File: src/rtl/cpu_pd_pkg.sv
package cpu_pd_pkg;
   localparam int unsigned CTRL_OFS_DEF = 32'h90;
   localparam int unsigned STAT_OFS_DEF = 32'h94;
   localparam int unsigned STAT_HI_LSB  = 16;
   localparam int unsigned STAT_HI_W    = 2;

   typedef enum logic [1:0] {
      SZ_BYTE = 2'b00,
      SZ_HALF = 2'b01,
      SZ_WORD = 2'b10,
      SZ_RSVD = 2'b11
   } acc_size_e;
endpackage

File: src/rtl/cpu_pd_regs.sv
module cpu_pd_regs
   import cpu_pd_pkg::*;
#(
   parameter int unsigned NUM_CPU = 4,
   parameter int unsigned ADDR_W  = 8,
   parameter int unsigned DATA_W  = 32,
   parameter logic [ADDR_W-1:0] CTRL_OFS = ADDR_W'(CTRL_OFS_DEF),
   parameter logic [ADDR_W-1:0] STAT_OFS = ADDR_W'(STAT_OFS_DEF)
) (
   input  logic               clk,
   input  logic               rst_n,
   input  logic               wr,
   input  logic               rd,
   input  logic [1:0]         size,
   input  logic [ADDR_W-1:0]  addr,
   input  logic [DATA_W-1:0]  wdata,
   input  logic [NUM_CPU-1:0] stat_in,
   output logic [NUM_CPU-1:0] req_q,
   output logic [NUM_CPU-1:0] req_d,
   output logic [DATA_W-1:0]  rdata
);
   localparam int unsigned PAD_W = DATA_W - NUM_CPU;

   logic word_acc;
   logic ctrl_hit;
   logic stat_hit;

   assign word_acc = (acc_size_e'(size) == SZ_WORD);
   assign ctrl_hit = (addr == CTRL_OFS);
   assign stat_hit = (addr == STAT_OFS);

   always_comb begin
      req_d = req_q;
      if (wr && word_acc && ctrl_hit) begin
         req_d = wdata[NUM_CPU-1:0];
      end
   end

   always_ff @(posedge clk or negedge rst_n) begin
      if (!rst_n) begin
         req_q <= '0;
      end else begin
         req_q <= req_d;
      end
   end

   // status word: low lanes carry the status lines, [17:16] are fixed zero
   logic [DATA_W-1:0] stat_word;
   always_comb begin
      stat_word = {{PAD_W{1'b0}}, stat_in};
      stat_word[STAT_HI_LSB +: STAT_HI_W] = '0;
   end

   always_comb begin
      rdata = '0;
      if (rd && word_acc) begin
         if (ctrl_hit) begin
            rdata = {{PAD_W{1'b0}}, req_q};
         end else if (stat_hit) begin
            rdata = stat_word;
         end
      end
   end

   a_r8_narrow_write_ignored : assert property (@(posedge clk) disable iff (!rst_n)
      (wr && !word_acc) |=> $stable(req_q));
   a_r7_stat_write_ignored : assert property (@(posedge clk) disable iff (!rst_n)
      (wr && stat_hit) |=> $stable(req_q));
   a_r9_idle_read_zero : assert property (@(posedge clk) disable iff (!rst_n)
      !rd |-> (rdata == '0));
endmodule

File: src/rtl/cpu_pd_lane.sv
module cpu_pd_lane (
   input  logic clk,
   input  logic rst_n,
   input  logic req_cur,
   input  logic req_nxt,
   input  logic wfi_lvl,
   output logic wfi_gated,
   output logic stat
);
   logic wfi_q;
   logic gated_q;
   logic stat_q;

   always_ff @(posedge clk or negedge rst_n) begin
      if (!rst_n) begin
         wfi_q   <= 1'b0;
         gated_q <= 1'b0;
         stat_q  <= 1'b0;
      end else begin
         wfi_q   <= wfi_lvl;
         gated_q <= req_nxt & wfi_lvl;
         if (req_nxt != req_cur) begin
            stat_q <= req_nxt;
         end
      end
   end

   assign wfi_gated = gated_q;
   assign stat      = stat_q;

   a_r2_wfi_passes : assert property (@(posedge clk) disable iff (!rst_n)
      (req_nxt && wfi_lvl) |=> wfi_gated);
   a_r2_wfi_blocked : assert property (@(posedge clk) disable iff (!rst_n)
      !req_cur |-> !wfi_gated);
   a_r2_wfi_low : assert property (@(posedge clk) disable iff (!rst_n)
      !wfi_q |-> !wfi_gated);
   a_r4_stat_tracks : assert property (@(posedge clk) disable iff (!rst_n)
      stat == req_cur);
endmodule

File: src/rtl/cpu_pd_wfi_ctrl.sv
module cpu_pd_wfi_ctrl
   import cpu_pd_pkg::*;
#(
   parameter int unsigned NUM_CPU = 4,
   parameter int unsigned ADDR_W  = 8,
   parameter int unsigned DATA_W  = 32,
   parameter logic [ADDR_W-1:0] CTRL_OFS = ADDR_W'(CTRL_OFS_DEF),
   parameter logic [ADDR_W-1:0] STAT_OFS = ADDR_W'(STAT_OFS_DEF)
) (
   input  logic               clk,
   input  logic               rst_n,
   input  logic               reg_wr,
   input  logic               reg_rd,
   input  logic [1:0]         reg_size,
   input  logic [ADDR_W-1:0]  reg_addr,
   input  logic [DATA_W-1:0]  reg_wdata,
   output logic [DATA_W-1:0]  reg_rdata,
   input  logic [NUM_CPU-1:0] wfi_in,
   output logic [NUM_CPU-1:0] wfi_out,
   output logic [NUM_CPU-1:0] pwr_stat
);
   generate
      if (NUM_CPU != 4) begin : g_bad_cpu
         $error("cpu_pd_wfi_ctrl: NUM_CPU must be 4");
      end
      if (DATA_W != 32) begin : g_bad_data
         $error("cpu_pd_wfi_ctrl: only 32-bit register accesses are supported");
      end
      if (CTRL_OFS[1:0] != 2'b00 || STAT_OFS[1:0] != 2'b00 || CTRL_OFS == STAT_OFS) begin : g_bad_map
         $error("cpu_pd_wfi_ctrl: register offsets must be distinct and word aligned");
      end
   endgenerate

   logic [NUM_CPU-1:0] req_q;
   logic [NUM_CPU-1:0] req_d;

   cpu_pd_regs #(
      .NUM_CPU (NUM_CPU),
      .ADDR_W  (ADDR_W),
      .DATA_W  (DATA_W),
      .CTRL_OFS(CTRL_OFS),
      .STAT_OFS(STAT_OFS)
   ) u_regs (
      .clk    (clk),
      .rst_n  (rst_n),
      .wr     (reg_wr),
      .rd     (reg_rd),
      .size   (reg_size),
      .addr   (reg_addr),
      .wdata  (reg_wdata),
      .stat_in(pwr_stat),
      .req_q  (req_q),
      .req_d  (req_d),
      .rdata  (reg_rdata)
   );

   for (genvar c = 0; c < NUM_CPU; c++) begin : g_lane
      cpu_pd_lane u_lane (
         .clk      (clk),
         .rst_n    (rst_n),
         .req_cur  (req_q[c]),
         .req_nxt  (req_d[c]),
         .wfi_lvl  (wfi_in[c]),
         .wfi_gated(wfi_out[c]),
         .stat     (pwr_stat[c])
      );
   end

   logic ctrl_wr_strobe;
   assign ctrl_wr_strobe = reg_wr && (reg_size == 2'b10) && (reg_addr == CTRL_OFS);

   a_r4_stat_needs_write : assert property (@(posedge clk) disable iff (!rst_n)
      !$stable(pwr_stat) |-> $past(ctrl_wr_strobe));
   a_r6_reset_outputs : assert property (@(posedge clk)
      !rst_n |-> (wfi_out == '0 && pwr_stat == '0));
   a_r2_gate_subset : assert property (@(posedge clk) disable iff (!rst_n)
      (wfi_out & ~pwr_stat) == '0);
endmodule

File: config.mk
export PLATFORM = sky130hd
export DESIGN_NAME = cpu_pd_wfi_ctrl
export DESIGN_NICKNAME = d
export VERILOG_FILES = /design/src/rtl/cpu_pd_pkg.sv /design/src/rtl/cpu_pd_regs.sv /design/src/rtl/cpu_pd_lane.sv /design/src/rtl/cpu_pd_wfi_ctrl.sv
export SDC_FILE = /design/constraint.sdc
export NUM_CORES = 1
export LEC_CHECK = 0
export BUFFER_PORTS_ARGS = -buffer_cell sky130_fd_sc_hd__buf_2
export CAP_MARGIN = 40
export CELL_PAD_IN_SITES_DETAIL_PLACEMENT = 1
export CELL_PAD_IN_SITES_GLOBAL_PLACEMENT = 1
export CORE_ASPECT_RATIO = 1.75
export CORE_UTILIZATION = 27
export CTS_BUF_LIST = sky130_fd_sc_hd__clkbuf_16
export DETAILED_ROUTE_END_ITERATION = 10
export PLACE_DENSITY_LB_ADDON = 0.1
export REMOVE_ABC_BUFFERS = 1
export SLEW_MARGIN = 20
export SYNTH_ARGS = -nofsm -noshare
export SYNTH_HDL_FRONTEND = slang
export SYNTH_SLANG_ARGS = --single-unit
File: constraint.sdc
create_clock -name clk -period 1.7 [get_ports clk]
set_input_delay 0.085 -clock clk [delete_from_list [all_inputs] [get_ports clk]]
set_output_delay 0.085 -clock clk [all_outputs]
set_load 0.01 [all_outputs]
[Word level (Yosys, flattened, before mapping)]
Index checks and enable logic that the tools add are counted.
W data, S select, Z words.
Cells by class
  eq/ne operators: 7
  mux-type cells: 4
  bitwise logic cells: 4
  reductions and logical operators: 3
Operators with widths (count)
  $mux W32: 2
  $eq A8 B8 Y1 const B: 2
  $mux W4: 2
  $and A1 B1 Y1: 4
  $ne A1 B1 Y1: 4
  $logic_and A1 B1 Y1: 3
  $eq A2 B2 Y1 const B: 1
Word-level totals
  bits in registers: 12

[Logic depth before layout (Yosys ltp)]
Gate-level depths: netlist of the first run.
  word-level depth: 5
  gate-level depth with buffers: 5

[Hierarchy]
A second synthesis of the first run with hierarchy kept.
Second synthesis, totals
  cell total of the unflattened synthesis: 71
  area, all modules: 762.0 µm²
Modules (own cells, without submodules)
  cpu_pd_regs: instances 1, cells an instance 51, area each 476.7 µm², sequential area each 100.1 µm²
  cpu_pd_lane: instances 4, cells an instance 5, area each 71.3 µm², sequential area each 50.0 µm²

[Least setup slack after synthesis of the first run]
No wires, ideal clock.
  path type: input-to-reg
  from: input port reg_size[0]
  to: register g_lane[0].u_lane.stat_q
  arrival time: 1582 ps
  data required time: 1596 ps
  setup slack: 14 ps
  cell stages on the path: 5
  buffers on the path: 2
  cell sequence: or4b_4 > buf_6 > or4_4 > buf_6 > o311ai_1
Between the ends
  word-level cells in the longest chain between the ends: 5
RTL lines
  start, declared: line cpu_pd_wfi_ctrl.sv:14  | input logic [1:0] reg_size,
  $eq A2 B2 Y1 *
  $logic_and A1 B1 Y1 * (2 in series): line cpu_pd_regs.sv:34  | if (wr && word_acc && ctrl_hit) begin
  $mux W4 *: line cpu_pd_regs.sv:34
  $ne A1 B1 Y1: line cpu_pd_lane.sv:22  | if (req_nxt != req_cur) begin
  end signal, assigned: line cpu_pd_lane.sv:23  | stat_q <= req_nxt;
  end, declared: line cpu_pd_lane.sv:12  | logic stat_q;
Mark *: on every way between the ends. The rest lies on a longest branch, timed or not.
A chain may end at the register's enable or synchronous reset.

[Final worst setup path of the first run]
Same ends and word-level chain as after synthesis.

==> impl_metrics.ini, run 1 <==
[run_status]
outcome = complete, no violations

[layout]
drive_above_1_share_pct = 32.6
fillers = 462
fin_util_pct = 32.8
area_growth_syn_to_layout_pct = 16.7
ff_latch_area_sq_um = 300
instances_no_fill = 190
multiInputGateArea_sq_um = 478
diodes = 0
fin_nets = 195

[detailed_routing]
via_per_inst = 4.43
drc_errors = 0
drt_iter0_markers = 15
routed_wl_um = 2450
wire_per_inst_um = 12.9
vias = 842
drtPass1Iterations = 4
antenna_left = 0

[timing]
max_freq_ghz = 0.680
final-setup-viol-count = 0
hold_violations = 0
report.final.slew_viol_count = 0
final.setup.worst_slack_ns = 0.230
timing.hold.ws_ns = 0.0653
rsz0062_at_grt = false
fin_setup_tns_ns = 0
finClkSkew_ns = 0.000548
finalCriticalPeriod_ns = 1.47
period_share_pct = 86.5

[grt]
grt.total_usage_pct = 13.5
grt_pass1_wl_um = 3800
grt_max_degree = 13
globalRouteOverflowTotal = 0
grt_antenna_before_repair = 0
grt_pass1_vias = 854

[yosys]
seq_area_frac_synth_pct = 29.7
synth_area_per_cell_sq_um = 9.03
synthAdderAreaFrac_pct = 0
syn_inst = 112
synth_compound_area_share_pct = 12.5
synth_top_family_by_area = buffers and inverters
yosys.area.top_type_share_pct = 29.7
synth_xor_area_share_pct = 0
netlist.top_cell.by_area = dfrtp_1
synth_cell_types = 30
yosysWarningCount = 0
netlist_area_sq_mm = 0.00101
muxShareOfSynthArea_pct = 5.94
yosys.area_share.simple_pct = 18.4
synth_seq_cells = 12
ys_top_cells_by_area = dfrtp_1 30%, buf_4 27%, mux2i_1 5.9%, inv_1 3.0%, nand2_1 2.6%

[power_and_ir_drop]
p_sw_share_pct = 24.4
p_seq_share_pct = 34.6
combPwrFrac_pct = 13.0
power_density_mw_per_mm2 = 717
p_int_mw = 0.639
ir_drop_mv = 0.337
clkPwrFrac_pct = 52.4
p_leak_nw = 0.617
p_switching_mw = 0.207

[critical_path]
crit_required_ns = 1.84
end_kind = flip-flop
cp_max_fo = 7
cpLargestDelayFamily = simple AND/OR/NAND/NOR gates
crit_slowest_cell = or4_4
critical_path_buf_inv_count = 1
cp_cell_sequence = buf_2 > or4b_4 > or4_4 > o311ai_1
cp.arrival_ns = 1.61
crit_type = input port to flip-flop
slowest_delay_ns = 0.60
cp-start-kind = input port

[placement]
io_buffers = 33
detailed_place_hpwl_um = 1960
placed_cells = 185
place_congestion = 0.788
pre_cts_slack_ns = -0.0394

[floorplan]
boundaryPins = 90
fp.coreArea_sq_mm = 0.00359
die_x_um = 48.3
start_util_pct = 28.1
dieArea_sq_mm = 0.00400
die_h_um = 83.0
fp-row-count = 29

[clock_tree]
clockBufferDepth = 2
clock_latency_ns = 0.24
clk_pin_slew_worst_paths_ns = 0.04
cts-root-buf = clkbuf_16
cts.sinks = 12
tritoncts = done
cts_buffers = 3
htreeDepth = 1
cts_resized = 0

[job]
cap_violations = 0

[hold_path]
worstHoldPathType = input port to flip-flop
## worst paths after layout
kind | startpoint | end | slack (ns) | cells after the start
worst max-delay path | reg_size[0] | g_lane[0].u_lane.stat$_DFFE_PN0P_ | 0.23 | 4
worst min-delay path | wfi_in[0] | g_lane[0].u_lane.wfi_gated$_DFF_PN0_ | 0.07 | 2
worst max register to register | u_regs.req_q[1]$_DFF_PN0_ | g_lane[1].u_lane.stat$_DFFE_PN0P_ | 0.49 | 3
worst min register to register | u_regs.req_q[3]$_DFF_PN0_ | g_lane[3].u_lane.stat$_DFFE_PN0P_ | 0.55 | 1
max in group asynchronous | rst_n | g_lane[2].u_lane.stat$_DFFE_PN0P_ | 1.20 | 2
min in group asynchronous | rst_n | g_lane[3].u_lane.wfi_gated$_DFF_PN0_ | 0.27 | 2
## worst reg2reg max path, cell delays in order (launching register included)
cell	delay (ns)
dfrtp_1	0.40
or4bb_1	0.41
nor4_1	0.19
nor3_1	0.09
## power by group through the flow
stage | logic [mW] | registers, mW | clock network [mW]
3_5_place_dp | 0.107 | 0.297 | 0
5_1_grt | 0.124 | 0.293 | 0.472
2_1_floorplan | 0.0509 | 0.298 | 0
6_report | 0.110 | 0.293 | 0.443
4_1_cts | 0.110 | 0.292 | 0.460
3_3_place_gp | 0.105 | 0.297 | 0
## placed cells by master, fill, tap and decap left out, drive strengths merged, types with 4 or more instances in the layout
| cell type | count |
|---|---|
| nor2 | 4 |
| nand2 | 7 |
| inv | 8 |
| nor4 | 4 |
| mux2i | 6 |
| conb | 28 |
| dfrtp | 12 |
| buf | 41 |
## per-stage QoR
stage / total power, mW / area, sq um
3_5_place_dp: 0.405 / 1090
6_report: 0.846 / 1180
2_1_floorplan: 0.349 / 808
4_1_cts: 0.862 / 1180
3_3_place_gp: 0.402 / 1090
5_1_grt: 0.889 / 1180
## state kept, by name, indices dropped and copies added, names as in the netlist
name / cells
g_lane.u_lane.stat: 4
g_lane.u_lane.wfi_gated: 4
u_regs.req_q: 4
## synth_stat cells
cell type and n:
o311ai_1 3, buf_4 36, o41ai_1 3, nor2_1 4, nand2_1 7, nor4_1 3, clkbuf_1 3, nand3b_1 2
or4b_4 1, buf_6 2, nor2b_1 1, nand2b_1 1, nand4_1 1, nor4bb_1 1, mux2i_1 6, or4_4 1
inv_1 8, a41oi_1 1, conb_1 1, nor4b_1 1, o21ai_0 3, nor3_1 1, nand4bb_1 1, a21o_1 2
dfrtp_1 12, and3b_1 1, o2bb2ai_1 3, o32ai_1 1, or4bb_1 1, nor4_2 1
## routing by layer
layer | share of wire (%) | GRT usage, % | wire length, um | vias up
li1 | - | - | - | 390
met1 | 37 | 13.9 | 913 | 402
met2 | 54 | 23.0 | 1330 | 45
met3 | 6.1 | 2.83 | 149 | 5
met4 | 2.4 | 7.32 | 59 | 0
met5 | 0 | 0 | 0 | -
## what timing repair did
item / in CTS / in global routing
setup buffers: 0 / 0
endpoints found under the hold margin: 12 / 0
hold buffers: 1 / 0
## area by class of cell
type / count / area share [%]
clock buffers: 3 / 6.36
repair buffers: 42 / 19.9
inverters: 8 / 2.55
well taps: 46 / 4.88
clock inverters: 1 / 0.318
flip-flops and latches: 12 / 25.5
multi-input cells: 78 / 40.5
## cell families after synthesis
group / count (synthesis)
buffers and inverters: 49
muxes: 6
DFF: 12
AOI/OAI and AO/OA: 16
other: 1
and+or+nand+nor: 28
Note: power is estimated with default switching activity, not from simulation.
==> run 2: changes to the inputs <==
Settings changed: CORE_UTILIZATION 27 to 23, SYNTH_HIERARCHICAL from default to 1.
==> run 2 against run 1 <==
Die area is 11% lower. Area after synthesis fell by 25%. Largest cell class unchanged. Via count is 37% lower. Cell count fell by 22%. Final area is 19% lower. Non-clock buffer count decreased by 8.
==> impl_metrics.ini, run 2 <==
[layout]
fin_util_pct = 30.3
instances_no_fill = 149
area_growth_syn_to_layout_pct = 25.0
most-common-layout-cells = 33 x buf_2, 28 x conb_1, 12 x dfrtp_1
fin_nets = 158
diodes = 0
multiInputGateArea_sq_um = 333
ff_latch_area_sq_um = 300
final_common_cell = buf_2
drive_above_1_share_pct = 44.3
fillers = 393

[yosys]
synth_edf_count = 0
netlist.top_cell.by_area = dfrtp_1
yosys.cell_count.top_type = buf_4
synth_seq_cells = 12
yosys.area.top_type_share_pct = 39.4
ys_async_sr_fraction_pct = 100
seq_area_frac_synth_pct = 39.4
syn_inst = 71
synth_area_per_cell_sq_um = 10.7
synth-main-ff-cell = dfrtp_1
synth_cell_types = 15
ys_top_cells_by_area = dfrtp_1 39%, buf_4 28%, maj3_2 5.9%, mux2_2 5.9%, mux2i_1 5.3%
netlist_area_sq_um = 762
synth_commonest_cells = 28 x buf_4, 12 x dfrtp_1
yosysWarningCount = 6

[detailed_routing]
via_per_inst = 3.54
drt_iter0_markers = 3
wire_per_inst_um = 9.86
antenna_left = 0
drc_errors = 0
routed_wl_um = 1470
vias = 528
drtPass1Iterations = 2

[floorplan]
fp.coreArea_sq_mm = 0.00314
dieArea_sq_mm = 0.00356
fp-row-count = 27
start_util_pct = 24.3
boundaryPins = 90
die_x_um = 45.5
die_h_um = 78.1

[power_and_ir_drop]
ir_drop_mv = 0.522
clkPwrFrac_pct = 45.9
p_sw_share_pct = 23.8
p_switching_mw = 0.216
p_seq_share_pct = 37.3
power_density_mw_per_mm2 = 954
combPwrFrac_pct = 16.8
p_int_mw = 0.693
p_leak_nw = 0.530

[timing]
hold_violations = 0
report.final.slew_viol_count = 0
max_freq_ghz = 0.740
final.setup.worst_slack_ns = 0.349
rsz0062_at_grt = false
finClkSkew_ns = 0.000113
final-setup-viol-count = 0
fin_setup_tns_ns = 0
period_share_pct = 79.5
finalCriticalPeriod_ns = 1.35

[grt]
grt_pass1_wl_um = 2200
use_met2_pct = 14.7
grt.total_usage_pct = 8.98
use_met1_pct = 9.18
grt_antenna_before_repair = 0
gr-usage-met3_pct = 1.84
grt_pass1_vias = 506
top_usage_layer = met2
globalRouteOverflowTotal = 0
grt_max_degree = 13

[placement]
detailed_place_hpwl_um = 1240
pre_cts_slack_ns = 0.0829
placed_cells = 145
io_buffers = 33
place_congestion = 0.621

[critical_path]
crit_type = input port to flip-flop
rrSetupSlack_ns = 0.61
cp-start-kind = input port
reg2reg_to = g_lane[3].u_lane/stat$_DFFE_PN0P_
end_kind = flip-flop
startpoint = reg_addr[1]
reg2reg_from = u_regs/req_q[3]$_DFF_PN0_
cp-endpoint = g_lane[1].u_lane/stat$_DFFE_PN0P_
cp.arrival_ns = 1.47
reg2reg_depth = 2
crit_required_ns = 1.81
cp_max_fo = 4

[hold_path]
min_from = wfi_in[0]
worstHoldPathType = input port to flip-flop

[clock_tree]
clock_latency_ns = 0.24
clockBufferDepth = 2
post_cts_buffers = 0
cts-root-buf = clkbuf_16
cts.sinks = 12
cts_buffers = 3
htreeDepth = 1
clk_pin_slew_worst_paths_ns = 0.04
tritoncts = done

[job]
cap_violations = 0

[run_status]
outcome = complete, no violations
## run 2: power by group through the flow
stage / registers [mW] / clock network [mW] / logic (mW)
after floorplan: 0.355 / 0 / 0.0703
final: 0.339 / 0.417 / 0.153
after global routing: 0.347 / 0.446 / 0.170
after global placement: 0.344 / 0 / 0.150
after detailed placement: 0.344 / 0 / 0.152
after CTS: 0.340 / 0.425 / 0.155
## run 2: final cells by class
class / count / area share [%]
inverter: 4 / 1.58
multi-input combinational: 53 / 35.0
timing repair buffer: 34 / 18.4
tap: 43 / 5.65
sequential: 12 / 31.5
clock buffer: 3 / 7.88
## run 2: kinds of logic (layout without fill, tap and decap cells)
logic type | after synthesis | after routing | share of synthesized area, %
adder cells (fa/ha/maj) | 4 | 4 | 5.91
buffers and inverters | 33 | 41 | 30.2
flip-flops | 12 | 12 | 39.4
multiplexers | 8 | 8 | 11.2
other | 1 | 28 | 0.492
AND/OR/NAND/NOR | 13 | 13 | 12.8
## run 2: per-stage QoR
| stage | hold slack [ns] | instance area [sq um] | power (mW) |
|---|---|---|---|
| detailed placement | -0.0178 | 867 | 0.497 |
| floorplan | -0.211 | 648 | 0.425 |
| global route | 0.0599 | 952 | 0.964 |
| global placement | -0.0179 | 867 | 0.493 |
| finish | 0.0518 | 952 | 0.909 |
| CTS | 0.0522 | 952 | 0.920 |
## run 2: worst min path at each step
| stage | endpoint | cells after the start |
|---|---|---|
| 2_1_floorplan | g_lane[0].u_lane/stat$_DFFE_PN0P_ | 0 |
| 3_3_place_gp | g_lane[0].u_lane/wfi_gated$_DFF_PN0_ | 1 |
| 3_5_place_dp | g_lane[2].u_lane/wfi_gated$_DFF_PN0_ | 1 |
| 4_1_cts | g_lane[0].u_lane/wfi_gated$_DFF_PN0_ | 2 |
| 5_1_grt | g_lane[2].u_lane/wfi_gated$_DFF_PN0_ | 2 |
| 6_report | g_lane[0].u_lane/wfi_gated$_DFF_PN0_ | 2 |
## run 2: routing by layer
metal / wire length (um) / share of wire (%) / up-vias
li1: - / - / 244
met1: 487 / 33 / 243
met2: 772 / 53 / 36
met3: 162 / 11 / 5
met4: 47 / 3.2 / 0
met5: 0 / 0 / -
## run 2: worst max-delay path, stage by stage
cell and delay (ns):
buf_2 0.11, nor4_4 0.29, and4_4 0.31, mux2_2 0.36
maj3_2 0.30
## run 2: what timing repair did
item	4_1_cts	5_1_grt
gates resized for setup	0	0
endpoints found under the setup margin	0	0
hold buffers	1	0
endpoints found under the hold margin	12	0
